--- config.mk ---
export PLATFORM = sky130hd
export DESIGN_NAME = spi_word_master
export DESIGN_NICKNAME = d
export VERILOG_FILES = /design/src/rtl/spi_word_pkg.sv /design/src/rtl/spi_word_ctrl.sv /design/src/rtl/spi_word_dp.sv /design/src/rtl/spi_word_master.sv
export SDC_FILE = /design/constraint.sdc
export NUM_CORES = 1
export LEC_CHECK = 0
export BUFFER_PORTS_ARGS = -buffer_cell sky130_fd_sc_hd__buf_2
export CAP_MARGIN = 10
export CORE_MARGIN = 1
export CORE_UTILIZATION = 39
export DETAILED_ROUTE_END_ITERATION = 7
export PLACE_DENSITY = 0.55
export REMOVE_ABC_BUFFERS = 1
export SLEW_MARGIN = 25
export SYNTH_ARGS = -nofsm -noshare
export SYNTH_HDL_FRONTEND = slang
export SYNTH_HIERARCHICAL = 1
export SYNTH_SLANG_ARGS = --single-unit
--- constraint.sdc ---
create_clock -name clk -period 3.76 [get_ports clk]
set_clock_uncertainty 0.15 [all_clocks]
set_input_delay 0.752 -clock clk [delete_from_list [all_inputs] [get_ports clk]]
set_output_delay 0.752 -clock clk [all_outputs]
set_load 0.05 [all_outputs]
--- src/rtl/spi_word_pkg.sv ---
package spi_word_pkg;

  // Register addresses
  localparam int REG_CFG  = 0;
  localparam int REG_DIV  = 1;
  localparam int REG_DATA = 2;
  localparam int REG_STAT = 3;

  // Configuration register, bit 0 first (en) up to size in [7:6]
  typedef struct packed {
    logic [1:0] size;
    logic       txOff;
    logic       late;
    logic       cpha;
    logic       cpol;
    logic       master;
    logic       en;
  } cfg_t;

  // Strobes from control to datapath
  typedef struct packed {
    logic clear;
    logic load;
    logic shiftOut;
    logic sampleIn;
    logic finish;
  } strobe_t;

endpackage

--- src/rtl/spi_word_ctrl.sv ---
module spi_word_ctrl import spi_word_pkg::*; #(
  parameter int DATA_W = 32,
  parameter int DIV_W  = 16,
  parameter int BITS_W = $clog2(DATA_W) + 1
) (
  input  logic              clk,
  input  logic              rstN,
  input  cfg_t              cfg,
  input  logic [DIV_W-1:0]  divisor,
  input  logic              txFull,
  output strobe_t           strb,
  output logic [BITS_W-1:0] wordBits,
  output logic              busy,
  output logic              sck
);

  localparam int HALF_W = BITS_W;

  logic              busyQ;
  logic [DIV_W-1:0]  divCnt;
  logic [HALF_W-1:0] halfCnt;
  logic [BITS_W-1:0] bitsQ;
  logic [BITS_W:0]   lastIdx;
  logic              tick;
  logic              lastHalf;

  // size field decode
  always_comb begin
    case (cfg.size)
      2'b00:   wordBits = BITS_W'(DATA_W / 4);
      2'b01:   wordBits = BITS_W'(DATA_W / 2);
      default: wordBits = BITS_W'(DATA_W);
    endcase
  end

  assign lastIdx  = {bitsQ, 1'b0} - {{BITS_W{1'b0}}, 1'b1};
  assign tick     = busyQ && (divCnt == divisor);
  assign lastHalf = ({1'b0, halfCnt} == lastIdx);

  always_comb begin
    strb.clear    = !cfg.en;
    strb.load     = cfg.en && cfg.master && !busyQ && txFull;
    strb.shiftOut = tick && halfCnt[0];
    strb.sampleIn = tick && (halfCnt[0] == cfg.late);
    strb.finish   = tick && lastHalf;
  end

  always_ff @(posedge clk or negedge rstN) begin
    if (!rstN) begin
      busyQ   <= 1'b0;
      divCnt  <= '0;
      halfCnt <= '0;
      bitsQ   <= '0;
    end else if (!cfg.en) begin
      busyQ   <= 1'b0;
      divCnt  <= '0;
      halfCnt <= '0;
    end else if (strb.load) begin
      busyQ   <= 1'b1;
      divCnt  <= '0;
      halfCnt <= '0;
      bitsQ   <= wordBits;
    end else if (busyQ) begin
      if (tick) begin
        divCnt <= '0;
        if (lastHalf) busyQ <= 1'b0;
        else          halfCnt <= halfCnt + {{(HALF_W-1){1'b0}}, 1'b1};
      end else begin
        divCnt <= divCnt + {{(DIV_W-1){1'b0}}, 1'b1};
      end
    end
  end

  assign busy = busyQ;
  // active level in odd halves (cpha 0) or even halves (cpha 1)
  assign sck  = cfg.cpol ^ (busyQ & (halfCnt[0] ^ cfg.cpha));

endmodule

--- src/rtl/spi_word_dp.sv ---
module spi_word_dp import spi_word_pkg::*; #(
  parameter int DATA_W = 32,
  parameter int DIV_W  = 16,
  parameter int ADDR_W = 2,
  parameter int BITS_W = $clog2(DATA_W) + 1
) (
  input  logic              clk,
  input  logic              rstN,
  input  logic              wrEn,
  input  logic              rdEn,
  input  logic [ADDR_W-1:0] addr,
  input  logic [DATA_W-1:0] wrData,
  output logic [DATA_W-1:0] rdData,
  input  logic              sdi,
  output logic              sdo,
  output logic              sdoOe,
  input  strobe_t           strb,
  input  logic [BITS_W-1:0] wordBits,
  input  logic              busy,
  output cfg_t              cfg,
  output logic [DIV_W-1:0]  divisor,
  output logic              txFull,
  output logic              rxFull,
  output logic              ovf
);

  localparam logic [ADDR_W-1:0] A_CFG  = ADDR_W'(REG_CFG);
  localparam logic [ADDR_W-1:0] A_DIV  = ADDR_W'(REG_DIV);
  localparam logic [ADDR_W-1:0] A_DATA = ADDR_W'(REG_DATA);
  localparam logic [ADDR_W-1:0] A_STAT = ADDR_W'(REG_STAT);
  localparam int CFG_W = $bits(cfg_t);

  cfg_t              cfgQ;
  cfg_t              cfgNew;
  logic [DIV_W-1:0]  divQ;
  logic [DATA_W-1:0] txBufQ, txShiftQ, rxShiftQ, rxBufQ, rxWord;
  logic              txFullQ, rxFullQ, ovfQ;
  logic              wrTx, rdRx, clrOvf, rxFullKeep;

  assign cfgNew     = cfg_t'(wrData[CFG_W-1:0]);
  assign wrTx       = wrEn && (addr == A_DATA) && cfgQ.en && !txFullQ;
  assign rdRx       = rdEn && (addr == A_DATA);
  assign clrOvf     = wrEn && (addr == A_STAT) && wrData[2];
  assign rxFullKeep = rxFullQ && !rdRx;
  assign rxWord     = strb.sampleIn ? {rxShiftQ[DATA_W-2:0], sdi} : rxShiftQ;

  // Configuration and divisor; R11 locks polarity and edge while enabled
  always_ff @(posedge clk or negedge rstN) begin
    if (!rstN) begin
      cfgQ <= '0;
      divQ <= '0;
    end else begin
      if (wrEn && (addr == A_CFG)) begin
        cfgQ <= cfgNew;
        if (cfgQ.en) begin
          cfgQ.cpol <= cfgQ.cpol;
          cfgQ.cpha <= cfgQ.cpha;
        end
      end
      if (wrEn && (addr == A_DIV)) divQ <= wrData[DIV_W-1:0];
    end
  end

  // Transmit side
  always_ff @(posedge clk or negedge rstN) begin
    if (!rstN) begin
      txBufQ   <= '0;
      txFullQ  <= 1'b0;
      txShiftQ <= '0;
    end else if (strb.clear) begin
      txFullQ  <= 1'b0;
      txShiftQ <= '0;
    end else begin
      if (strb.load) begin
        txShiftQ <= txBufQ << (DATA_W - int'(wordBits));
        txFullQ  <= 1'b0;
      end else if (strb.shiftOut) begin
        txShiftQ <= {txShiftQ[DATA_W-2:0], 1'b0};
      end
      if (wrTx) begin
        txBufQ  <= wrData;
        txFullQ <= 1'b1;
      end
    end
  end

  // Receive side
  always_ff @(posedge clk or negedge rstN) begin
    if (!rstN) begin
      rxShiftQ <= '0;
      rxBufQ   <= '0;
      rxFullQ  <= 1'b0;
      ovfQ     <= 1'b0;
    end else if (strb.clear) begin
      rxShiftQ <= '0;
      rxBufQ   <= '0;
      rxFullQ  <= 1'b0;
      ovfQ     <= 1'b0;
    end else begin
      if (strb.load)          rxShiftQ <= '0;
      else if (strb.sampleIn) rxShiftQ <= rxWord;
      rxFullQ <= rxFullKeep;
      if (clrOvf) ovfQ <= 1'b0;
      if (strb.finish) begin
        if (rxFullKeep) begin
          ovfQ <= 1'b1;
        end else begin
          rxBufQ  <= rxWord;
          rxFullQ <= 1'b1;
        end
      end
    end
  end

  always_comb begin
    case (addr)
      A_CFG:   rdData = {{(DATA_W-CFG_W){1'b0}}, cfgQ};
      A_DIV:   rdData = {{(DATA_W-DIV_W){1'b0}}, divQ};
      A_DATA:  rdData = rxBufQ;
      default: rdData = {{(DATA_W-4){1'b0}}, busy, ovfQ, rxFullQ, txFullQ};
    endcase
  end

  assign sdo     = busy ? txShiftQ[DATA_W-1] : 1'b0;
  assign sdoOe   = cfgQ.en && cfgQ.master && !cfgQ.txOff;
  assign cfg     = cfgQ;
  assign divisor = divQ;
  assign txFull  = txFullQ;
  assign rxFull  = rxFullQ;
  assign ovf     = ovfQ;

endmodule

--- src/rtl/spi_word_master.sv ---
module spi_word_master import spi_word_pkg::*; #(
  parameter int DATA_W = 32,
  parameter int DIV_W  = 16,
  parameter int ADDR_W = 2
) (
  input  logic              clk,
  input  logic              rstN,
  input  logic              wrEn,
  input  logic              rdEn,
  input  logic [ADDR_W-1:0] addr,
  input  logic [DATA_W-1:0] wrData,
  output logic [DATA_W-1:0] rdData,
  output logic              sck,
  output logic              sdo,
  output logic              sdoOe,
  input  logic              sdi
);

  localparam int BITS_W = $clog2(DATA_W) + 1;

  cfg_t              cfgW;
  strobe_t           strbW;
  logic [DIV_W-1:0]  divW;
  logic [BITS_W-1:0] bitsW;
  logic              busyW, txFullW, rxFullW, ovfW, rdRxW;

  assign rdRxW = rdEn && (addr == ADDR_W'(REG_DATA));

  spi_word_ctrl #(.DATA_W(DATA_W), .DIV_W(DIV_W), .BITS_W(BITS_W)) u_ctrl (
    .clk(clk), .rstN(rstN), .cfg(cfgW), .divisor(divW), .txFull(txFullW),
    .strb(strbW), .wordBits(bitsW), .busy(busyW), .sck(sck)
  );

  spi_word_dp #(.DATA_W(DATA_W), .DIV_W(DIV_W), .ADDR_W(ADDR_W), .BITS_W(BITS_W)) u_dp (
    .clk(clk), .rstN(rstN), .wrEn(wrEn), .rdEn(rdEn), .addr(addr),
    .wrData(wrData), .rdData(rdData), .sdi(sdi), .sdo(sdo), .sdoOe(sdoOe),
    .strb(strbW), .wordBits(bitsW), .busy(busyW), .cfg(cfgW), .divisor(divW),
    .txFull(txFullW), .rxFull(rxFullW), .ovf(ovfW)
  );

endmodule

# Word-level counts from Yosys, hierarchy flattened
# Index checks and enable logic that the tools add are counted.
# classes
add_sub_neg	4
eq_ne	15
shifts	1
mux	36
bitwise_logic	4
n_reduce_logical	28
# op_table
cell	count
2-to-1 mux 32 bit	10
one-hot mux 32 bit (3 select lines)	1
2-to-1 mux 16 bit	4
<< shifter 32 x 32 -> 32 bit	1
2-to-1 mux 6 bit	5
logical AND 1 bit	17
adder 16 x 1 -> 16 bit, second input constant	1
equality test 16 bit	1
2-to-1 mux 1 bit	15
!= test 3 bit, second input constant	5
one-hot mux 6 bit (2 select lines)	1
AND reduction 2 bit	4
equality test 6 x 7 -> 1 bit	1
subtractor 6 x 6 -> 7 bit, first input constant	1
subtractor 7 x 1 -> 7 bit, second input constant	1
adder 6 x 1 -> 6 bit, second input constant	1
equality test 2 x 1 -> 1 bit, second input constant	2
equality test 2 bit, second input constant	2
zero test 1 bit	4
zero test 2 bit	2
!= test 2 bit, second input constant	2
!= test 3 x 2 -> 1 bit, second input constant	1
AND reduction 3 bit	1
XOR 1 bit	2
other kinds (3)	3
# word_totals
register_bits	184
input_bits	39
out_inout_bits	35
elab_cells	107

# Logic depth before layout (Yosys ltp)
# Gate-level depths: netlist of run 1.
# depth
word_depth	7
depth_mapped	13
ltp_nobuf	9

# Hierarchy
# The synthesis of run 1 kept the hierarchy.
# modules_own_cells
module	instances	cells_each	area_per_inst_um2	seq_area_each_um2
spi_word_dp	1	745	8318.0	3878.7
spi_word_ctrl	1	186	1691.6	650.6

# Worst setup path after synthesis of run 1
# No wires, ideal clock.
# synth_timing
kind	in2out
start	input addr[0]
end	output rdData[4]
t_arrival_ps	2418
t_required_ps	2858
slack_ps	440
path_stages	3
path_buffers	1
cell_sequence	buf_1 mux2i_1 o21ai_0
# synth_between
elab_chain_len	2
elab_cells_between_ends	4
classes_between	eq/ne (2); mux (1); reduce/logical (1)
# synth_rtl
element	line	rtl
start, declared	spi_word_master.sv:10	input logic [ADDR_W-1:0] addr,
equality test 2 bit (tied with other cells)	spi_word_dp.sv:116	case (addr)
one-hot mux 32 bit (3 select lines) *	spi_word_dp.sv:116	
end, declared	spi_word_master.sv:12	output logic [DATA_W-1:0] rdData,
# Every way passes the cells marked *; elsewhere a longest branch is shown, timed or not.

# Worst setup path in the final report of run 1
# layout_timing
start	input addr[1]
end	output rdData[5]
# Same word-level chain as after synthesis.

==> results of run 1 <==
==> state kept, by name, indices dropped and copies added, names as in the netlist <==
register        count
u_ctrl/divCnt      16
u_dp/rxFull         1
u_ctrl/bitsQ        3
u_dp/txBufQ        32
u_dp/divisor       16
u_ctrl/busy         1
u_ctrl/halfCnt      6
u_dp/cfg            8
u_dp/ovf            1
u_dp/txShiftQ      32
u_dp/rxShiftQ      32
u_dp/rxBufQ        32
u_dp/txFull         1
==> per-layer routing <==
layer | routed length [µm] | track usage | part of all wire
met4 | 401 | 0.05918 | 0.016
met2 | 12350 | 0.3307 | 0.48
met5 | 0 | 0 | 0
met1 | 11890 | 0.2827 | 0.47
met3 | 895 | 0.03524 | 0.035
==> stage by stage <==
step | worst slack [ns] | std cells | instance area, µm² | TNS (ns)
floorplan | -0.8805 | 868 | 9711 | -30.46
detailed placement | 0.7876 | 1294 | 10700 | 0
CTS | 0.7779 | 1326 | 11310 | 0
finish | 0.7922 | 1327 | 11320 | 0
global placement | 0.7633 | 1294 | 10700 | 0
global route | 0.5311 | 1326 | 11310 | 0
==> cell usage in the layout (no fill, tap or decap), types with 6 or more instances in the layout <==
| master | netlist | layout |
|---|---|---|
| clkinv_8 | 0 | 6 |
| mux2i_1 | 82 | 82 |
| a21oi_1 | 12 | 12 |
| o21ai_0 | 24 | 24 |
| buf_4 | 4 | 22 |
| mux4_2 | 16 | 16 |
| o211ai_1 | 9 | 9 |
| and3_1 | 9 | 9 |
| buf_2 | 14 | 72 |
| clkbuf_16 | 0 | 17 |
| xor2_1 | 30 | 30 |
| inv_1 | 12 | 12 |
| nand2_1 | 49 | 49 |
| xnor2_1 | 10 | 10 |
| nand4_1 | 11 | 11 |
| o22ai_1 | 16 | 16 |
| nor3_1 | 13 | 13 |
| a22o_1 | 8 | 8 |
| nor2_1 | 127 | 125 |
| nand3_1 | 11 | 11 |
| and2_1 | 19 | 19 |
| dfrtp_1 | 181 | 181 |
| a211oi_1 | 44 | 44 |
| and4_1 | 6 | 6 |
| mux2_2 | 85 | 85 |
| nand2b_1 | 7 | 7 |
==> power breakdown <==
part	switching, mW	internal [mW]	leakage, nW
registers	0.228	2.19	2.42
clock network	0.930	0.911	0.295
logic	0.951	0.718	2.14
total	2.11	3.82	4.86
==> layout make-up <==
type                       instances  area (µm²)
timing repair buffer              96       559.3
tap                              330       412.9
clock buffer                      18       429.2
clock inverter                    14       182.7
sequential                       181        4529
fill                            2387       13860
inverter                          13       48.80
multi-input combinational        674        5152
antenna                            1       2.502
==> final timing paths <==
| kind | slack, ns | cells past startpoint | startpoint | to |
|---|---|---|---|---|
| max | 0.79 | 6 | addr[1] | rdData[5] |
| min | 0.14 | 1 | rstN | u_dp/txShiftQ[11]$_DFFE_PN0P_ |
| max reg2reg | 0.80 | 9 | u_ctrl/divCnt[13]$_DFFE_PN0P_ | u_dp/rxBufQ[21]$_DFFE_PN0P_ |
| min reg2reg | 0.36 | 1 | u_dp/txShiftQ[23]$_DFFE_PN0P_ | u_dp/txShiftQ[23]$_DFFE_PN0P_ |
| max in group asynchronous | 2.51 | 2 | rstN | u_ctrl/divCnt[7]$_DFFE_PN0P_ |
| min in group clk | 0.36 | 1 | u_dp/txShiftQ[23]$_DFFE_PN0P_ | u_dp/txShiftQ[23]$_DFFE_PN0P_ |
==> logic make-up after synthesis <==
kind of cell | count (synthesis) | synth area share
muxes | 183 | 0.2136
and+or+nand+nor | 281 | 0.1372
buffers and inverters | 78 | 0.03550
adders and majority gates | 4 | 0.005000
other | 1 | 0.0003746
xor gates and xnor gates | 43 | 0.03987
AOI/OAI and AO/OA | 160 | 0.1159
DFF | 181 | 0.4525
==> critical path, cell delays in order <==
cell and delay (ns):
buf_2 0.23, nor2b_2 0.22, buf_4 0.33, nand2_1 0.09
o21ai_0 0.12, buf_2 0.31
==> metrics.md, run 1 <==
| Metric | Value |
|---|---|
| Tot GR Track Use | 0.2051 |
| Max clock buf depth | 2 |
| Leakage | about 4.9 nW |
| Hold buffer count at cts | 0 |
| Chip Width | between 150 and 200 µm |
| Mapped cell area | 10010 µm² |
| Outcome | completed |
| Hold slack final | around 0.14 ns |
| DRC violations left | 0 |
| CTS Root Buffer Type | clkbuf_16 |
| Congestion Overflow GR | 0 |
| Synth cell count leaders | dfrtp_1 (181), nor2_1 (127), mux2_2 (85) |
| Worst Max-Slew Pin Slew | around 0.93 ns |
| Crit end category | output port |
| Total Power | between 5 and 6 mW |
| # resized after CTS | 0 |
| Post-synth top area cell | dfrtp_1 |
| Routability cong. | just under 0.9 |
| Final cycle utilization of the critical path | 0.7893 |
| Synth Instances | between 900 and 1000 |
| Synth warnings | 6 |
| Top post-synthesis cells by area | dfrtp_1 (45%), mux2_2 (9.6%), mux2i_1 (8.2%) |
| CP Data Arrival Time | between 2 and 2.5 ns |
| H-tree depth | 4 |
| Post-layout util | 0.4494 |
| Mean Syn Cell Area | approximately 11 µm² |
| Final setup violation count | 0 |
| EDFF count, synth | 0 |
| Final Max Tran Viols | 0 |
| Worst Hold Class | primary input to asynchronous set/reset pin |
| Fmax | between 0.3 and 0.4 GHz |
| First-pass GRT wire length | roughly 42000 µm |
| Post-detailed-route wirelength per cell | around 19 µm |
| # Max-Cap Violations | 0 |
| Dominant synthesized flop cell | dfrtp_1 |
| Antenna Violating Nets Remaining | 0 |
| Nets | about 1000 |
| Total clock sinks | around 180 |
| # port buffers | 73 |
| Height of the chip | 162.2 µm |
| Ys async rst share | 1.000 |
| CP startpoint kind | primary input |
| Number of post-CTS setup repair buffers | 0 |
| Initial antenna violation count | 1 |
| VDD IR-drop max | ~0.29 mV |
| Die area | 26310 µm² |
| Largest net degree at the start of global routing | 67 |
| Initial Util | 0.3975 |
| Slew Limit Headroom | 0.3732 |
| Clock transition at path regs | 0.08 ns |
| Worst-path fanout max | 28 |
| Num CTS Buffers | 17 |
| WL final | 25540 µm |
| Seq cells post-synth | 181 |
| Top cell type's share of synthesized area | 0.4525 |
| P&R area growth vs syn | 13.06% |
| First-pass iteration count of the detailed router | 5 |
| Drt via density | between 5 and 6 |
| Site Rows | 58 |
| Power per cell area | ~520 nW/µm² |
| Final hold vios | 0 |
| Core Area | about 25000 µm² |
| Worst-Skew Late Latency | around 0.44 ns |
| Crit path time final | ~3.0 ns |
| Via Count | 7362 |
| Io pins | between 70 and 80 |
| Netlist cell types | 70 |
| RSZ-0062 raised after global routing | no |
| Dpl hpwl | ~18000 µm |
| CTS tree | yes |
| Required time worst endpoint | between 2 and 3 ns |
| Most frequent cell after synthesis | dfrtp_1 |
| Layout cell share with drive strength beyond 1 | 0.2540 |
| Vias in the first global route | about 7500 |
| Sequential cell area fraction in the yosys report | 0.4525 |
| Kind of critical path | primary input to output port |
| 1st-iter DRT viols | just under 500 |
Power figures use the tool's default switching activity.
==> run 2, diff against run 1 <==
Settings changed: PLACE_DENSITY 0.55 to 0.57.
Clock period 3.76 ns to 2.5 ns, I/O delays scaled along.
==> metrics.md, run 2 (synthesis gave the netlist of run 1 again) <==
| Metric | Value |
|---|---|
| Outcome | finished, violations left |
| Violated checks | negative setup slack |
| Worst Max-Slew Pin Slew | between 0.6 and 0.7 ns |
| Final setup violation count | 8 |
| Worst-Skew Late Latency | between 0.4 and 0.5 ns |
| Layout cell share with drive strength beyond 1 | 0.3840 |
| P&R area growth vs syn | 27.74% |
| Power per cell area | slightly above 700 nW/µm² |
| Busiest grt layer | met2 |
| Worst slack, placed | ~0.010 ns |
| Crit path time final | ~2.5 ns |
| First-pass iteration count of the detailed router | 5 |
| First-pass GRT wire length | between 40000 and 50000 µm |
| GR Util met1 | 0.2887 |
| Height of the chip | 162.2 µm |
| Core Area | 25180 µm² |
| RSZ-0062 raised after global routing | yes |
| Initial antenna violation count | 0 |
| Filler cell count | around 2300 |
| Total Power | ~9 mW |
| Seq. cell area | around 4500 µm² |
| WL final | around 28000 µm |
| Slew Limit Headroom | 0.5428 |
| Via Count | 7740 |
| Most common cell after layout, fill and taps aside | dfrtp_1 |
| Clock transition at path regs | around 0.08 ns |
| Worst Reg-to-Reg Cells | 11 |
| CP peak stage delay | between 0.4 and 0.5 ns |
| Fmax | ~0.40 GHz |
| Total clock sinks | about 180 |
| Required time worst endpoint | approximately 2.7 ns |
| Site Rows | 58 |
| Slowest cell on crit path | dfrtp_1 |
| Antenna Violating Nets Remaining | 0 |
| 1st-iter DRT viols | approximately 480 |
| Final Max Tran Viols | 0 |
| Most frequent cells in the layout | dfrtp_1 (181), nor2_1 (106), mux2_2 (85) |
| Tot GR Track Use | 0.2123 |
| # Max-Cap Violations | 0 |
| Io pins | 74 |
| Worst Hold Class | primary input to register |
| Final setup margin | -0.02725 ns |
| H-tree depth | 4 |
| Final cycle utilization of the critical path | 1.011 |
| CP startpoint kind | register |
| Routability cong. | about 0.91 |
| Drt via density | between 5 and 6 |
| Congestion Overflow GR | 0 |
| Nets | about 1100 |
| Multi-input logic area | 5605 µm² |
| Final hold vios | 0 |
| DRC violations left | 0 |
| CP Data Arrival Time | approximately 2.7 ns |
| Crit end category | register |
| Num CTS Buffers | 17 |
| VDD IR-drop max | between 0.3 and 0.4 mV |
| Leakage | 5.519 nW |
| Kind of critical path | register to register |
| Max clock buf depth | 2 |
| Met2 usage | 0.3508 |
| N_diodes | 0 |
| CTS tree | yes |
| Worst-path fanout max | 8 |
| Critical Path, Cell by Cell | xor2_1 > nor4_2 > nand2_1 > nand4bb_4 > buf_6 > nor2_4 > nor2b_4 > buf_12 > clkbuf_16 > nor2_1 > a211oi_1 |
| Post-layout util | 0.5078 |
| CTS Root Buffer Type | clkbuf_16 |
| GR Util met3 | 0.03703 |
| Chip Width | between 150 and 200 µm |
| Post-detailed-route wirelength per cell | ~20 µm |
| Initial Util | 0.3975 |
| # port buffers | 73 |
| Vias in the first global route | ~7700 |
| WHS Path Cells | 2 |
| Final setup TNS | -0.1347 ns |
| Hold slack final | roughly 0.14 ns |
| Largest net degree at the start of global routing | between 50 and 60 |
| Dpl hpwl | approximately 20000 µm |
| Die area | roughly 26000 µm² |
## run 2: changes by cell type in the layout (fill, tap and decap cells not counted), moves of 7 or more
| cell | change |
|---|---|
| buf_4 | +61 |
| mux2i_1 | -26 |
| a211oi_1 | -20 |
| a211oi_2 | +20 |
| nor2_1 | -19 |
| mux2i_4 | +16 |
| nor2_2 | +16 |
| buf_12 | +13 |
| mux2i_2 | +10 |
| o21ai_0 | -9 |
| clkbuf_16 | +8 |
| o21ai_1 | +7 |
## run 2: critical path: cells and delay by family (launching register included)
family                 cells  cell delay [ns]
AND/OR/NAND/NOR            6             1.06
buffers and inverters      3             0.49
flip-flops                 1             0.41
XOR/XNOR                   1             0.18
AO/OA/AOI/OAI              1             0.15
## run 2: final timing paths
check                                                    from                             to  slack [ns]
worst min-delay path                               wrData[31]    u_dp/txBufQ[31]$_DFFE_PN0P_        0.14
max in group asynchronous                                rstN   u_ctrl/divCnt[1]$_DFFE_PN0P_        1.08
worst min register to register  u_dp/txShiftQ[29]$_DFFE_PN0P_  u_dp/txShiftQ[29]$_DFFE_PN0P_        0.36
worst max register to register   u_dp/divisor[14]$_DFFE_PN0P_     u_dp/rxBufQ[6]$_DFFE_PN0P_       -0.03
worst max-delay path             u_dp/divisor[14]$_DFFE_PN0P_     u_dp/rxBufQ[6]$_DFFE_PN0P_       -0.03
min in group asynchronous                                rstN    u_ctrl/bitsQ[3]$_DFFE_PN0P_        0.43
## run 2: repair_timing
item	in CTS	in global routing
hold endpoints to repair	46	0
buffers inserted	0	10
hold buffers	1	0
pin swaps	0	43
gates cloned	0	11
resized for setup	0	114
endpoints found under the setup margin	1	63
## run 2: final cells by class
| cell class | instances | share of cell area |
|---|---|---|
| multi-input combinational | 674 | 0.4384 |
| inverter | 13 | 0.004110 |
| timing repair buffer | 185 | 0.1216 |
| clock inverter | 15 | 0.01546 |
| clock buffer | 17 | 0.03327 |
| sequential | 181 | 0.3542 |
| timing repair inverter | 1 | 0.0005871 |
| tap | 330 | 0.03229 |
## run 2: per-layer routing
metal,part of all wire,vias up
met5,0,-
met4,0.021,0
met3,0.036,40
met2,0.49,167
met1,0.45,3870
li1,-,3663
## run 2: metrics by stage
step | cells | cell area [µm²]
CTS | 1395 | 11930
floorplan | 868 | 9711
finish | 1416 | 12790
global route | 1416 | 12790
detailed placement | 1362 | 11300
global placement | 1362 | 11300
## run 2: where the power goes
group | internal, mW | leakage [nW] | switching [mW] | total [mW]
Sequential | 3.29 | 2.42 | 0.320 | 3.61
Clock | 1.38 | 0.302 | 1.42 | 2.80
Combinational | 1.24 | 2.80 | 1.52 | 2.76
==> run 3, diff against run 2 <==
Settings changed: SETUP_SLACK_MARGIN from default to 0.5, SLEW_MARGIN 25 to 20.
==> metrics.md, run 3 (synthesis gave the netlist of run 1 again) <==
| Metric | Value |
|---|---|
| Required time worst endpoint | 2.70 ns |
| Height of the chip | about 160 µm |
| First-pass iteration count of the detailed router | 5 |
| VDD IR-drop max | around 0.33 mV |
| DRC violations left | 0 |
| Drt via density | approximately 5.6 |
| Worst Reg-to-Reg Cells | 12 |
| Fin area | ~14000 µm² |
| Clock transition at path regs | around 0.080 ns |
| Worst Max-Slew Pin Slew | about 0.7 ns |
| Most frequent cells in the layout | dfrtp_1 (181), buf_4 (96), nor2_1 (88) |
| Worst-Skew Late Latency | around 0.45 ns |
| Congestion Overflow GR | 0 |
| Routability cong. | roughly 0.91 |
| Vias in the first global route | 8369 |
| Leakage | about 6 nW |
| Nets | 1169 |
| Max clock buf depth | 2 |
| CTS tree | yes |
| Total clock sinks | between 150 and 200 |
| Antenna Violating Nets Remaining | 0 |
| First-pass GRT wire length | between 40000 and 50000 µm |
| RSZ-0062 raised after global routing | yes |
| # Max-Cap Violations | 0 |
| CP peak stage delay | between 0.4 and 0.5 ns |
| Slowest cell on crit path | dfrtp_1 |
| WL final | 31210 µm |
| Site Rows | between 50 and 60 |
| Most common cell after layout, fill and taps aside | dfrtp_1 |
| Kind of critical path | register to register |
| Via Count | about 8200 |
| Critical Path, Cell by Cell | xor2_1 > nor4_2 > nand2_1 > nand4bb_4 > buf_6 > nor2_4 > nor2b_4 > buf_12 > buf_6 > buf_12 > nor2_1 > a211oi_1 |
| Io pins | 74 |
| Layout cell share with drive strength beyond 1 | 0.5031 |
| Die area | approximately 26000 µm² |
| WHS Path Cells | 2 |
| Num CTS Buffers | 17 |
| P&R area growth vs syn | 44.61% |
| CP startpoint kind | register |
| Post-detailed-route wirelength per cell | roughly 21 µm |
| Final cycle utilization of the critical path | 1.019 |
| Total Power | between 9 and 10 mW |
| Final setup violation count | 4 |
| Slew Limit Headroom | 0.5308 |
| Final setup TNS | -0.1238 ns |
| Initial antenna violation count | 0 |
| Placed Area | about 11000 µm² |
| Final Max Tran Viols | 0 |
| Final setup margin | -0.04859 ns |
| CTS Root Buffer Type | clkbuf_16 |
| Final hold vios | 0 |
| Filler-free cell count of the finished design | about 1500 |
| Tot GR Track Use | 0.2322 |
| DP Cell Count | 1362 |
| Largest net degree at the start of global routing | 54 |
| Hold slack final | 0.1354 ns |
| Dpl hpwl | about 20000 µm |
| 1st-iter DRT viols | between 500 and 600 |
| CP Data Arrival Time | roughly 2.7 ns |
| Violated checks | negative setup slack |
| Fmax | about 0.39 GHz |
| Chip Width | ~160 µm |
| Worst Hold Class | primary input to register |
| # port buffers | 73 |
| Crit path time final | approximately 2.5 ns |
| Worst-path fanout max | 8 |
| Crit end category | register |
| H-tree depth | 4 |
| Outcome | finished, violations left |
| Core Area | roughly 25000 µm² |
| N_diodes | 0 |
| Initial Util | 0.3975 |
| Power per cell area | roughly 670 nW/µm² |
==> run 3: cell count changes in the layout (fill, tap and decap cells not counted), moves of 17 or more <==
cell	delta
buf_2	-37
and2_1	-17
and2_4	+17
buf_8	+30
nor2_1	-18
buf_6	+41
mux2i_4	+17
==> run 3: layout make-up <==
class	count	area, µm²
clock buffer	17	425.4
clock inverter	15	197.7
fill	2050	10710
inverter	13	56.30
multi-input combinational	675	6326
sequential	181	4529
tap	330	412.9
timing repair buffer	237	2520
timing repair inverter	1	7.507
==> run 3: layer usage <==
layer  global-route usage  vias to the layer above  routed length (µm)
met1               0.3014                     4202               13180
met2               0.3888                      226               16080
met4              0.07633                        0                 558
li1                     -                     3780                   -
met3              0.04392                       38                1388
met5                    0                        -                   0
==> run 3: final timing paths <==
| kind | startpoint | endpoint | slack (ns) |
|---|---|---|---|
| worst max-delay path | u_ctrl/divCnt[14]$_DFFE_PN0P_ | u_dp/rxBufQ[6]$_DFFE_PN0P_ | -0.05 |
| worst min-delay path | wrData[21] | u_dp/txBufQ[21]$_DFFE_PN0P_ | 0.14 |
| worst max register to register | u_ctrl/divCnt[14]$_DFFE_PN0P_ | u_dp/rxBufQ[6]$_DFFE_PN0P_ | -0.05 |
| worst min register to register | u_dp/txShiftQ[23]$_DFFE_PN0P_ | u_dp/txShiftQ[23]$_DFFE_PN0P_ | 0.37 |
| max in group asynchronous | rstN | u_ctrl/divCnt[1]$_DFFE_PN0P_ | 1.08 |
| min in group asynchronous | rstN | u_ctrl/bitsQ[3]$_DFFE_PN0P_ | 0.42 |
==> run 3: what timing repair did <==
item / CTS / global route
hold buffers: 1 / 0
hold endpoints to repair: 46 / 0
buffers inserted: 45 / 15
gates resized for setup: 181 / 247
setup endpoints to repair: 153 / 174
pin swaps: 65 / 66
gates cloned: 10 / 4
==> run 3: through the flow <==
step,util,setup WS [ns]
after floorplan,-,-1.888
after global placement,0.4488,0.07792
after detailed placement,0.4488,0.01044
after CTS,0.5218,0.01960
after global routing,0.5748,-0.1315
final,0.5748,-0.04859
==> run 3: critical path, delay by kind of cell, from the launching register on <==
kind	cells	cell delay (ns)
and+or+nand+nor	6	0.96
buffers and inverters	4	0.51
DFF	1	0.41
AOI/OAI and AO/OA	1	0.22
xor gates and xnor gates	1	0.18
==> run 3: where the power goes <==
part | internal, mW | switching, mW
clock network | 1.38 | 1.44
registers | 3.29 | 0.338
logic | 1.51 | 1.72
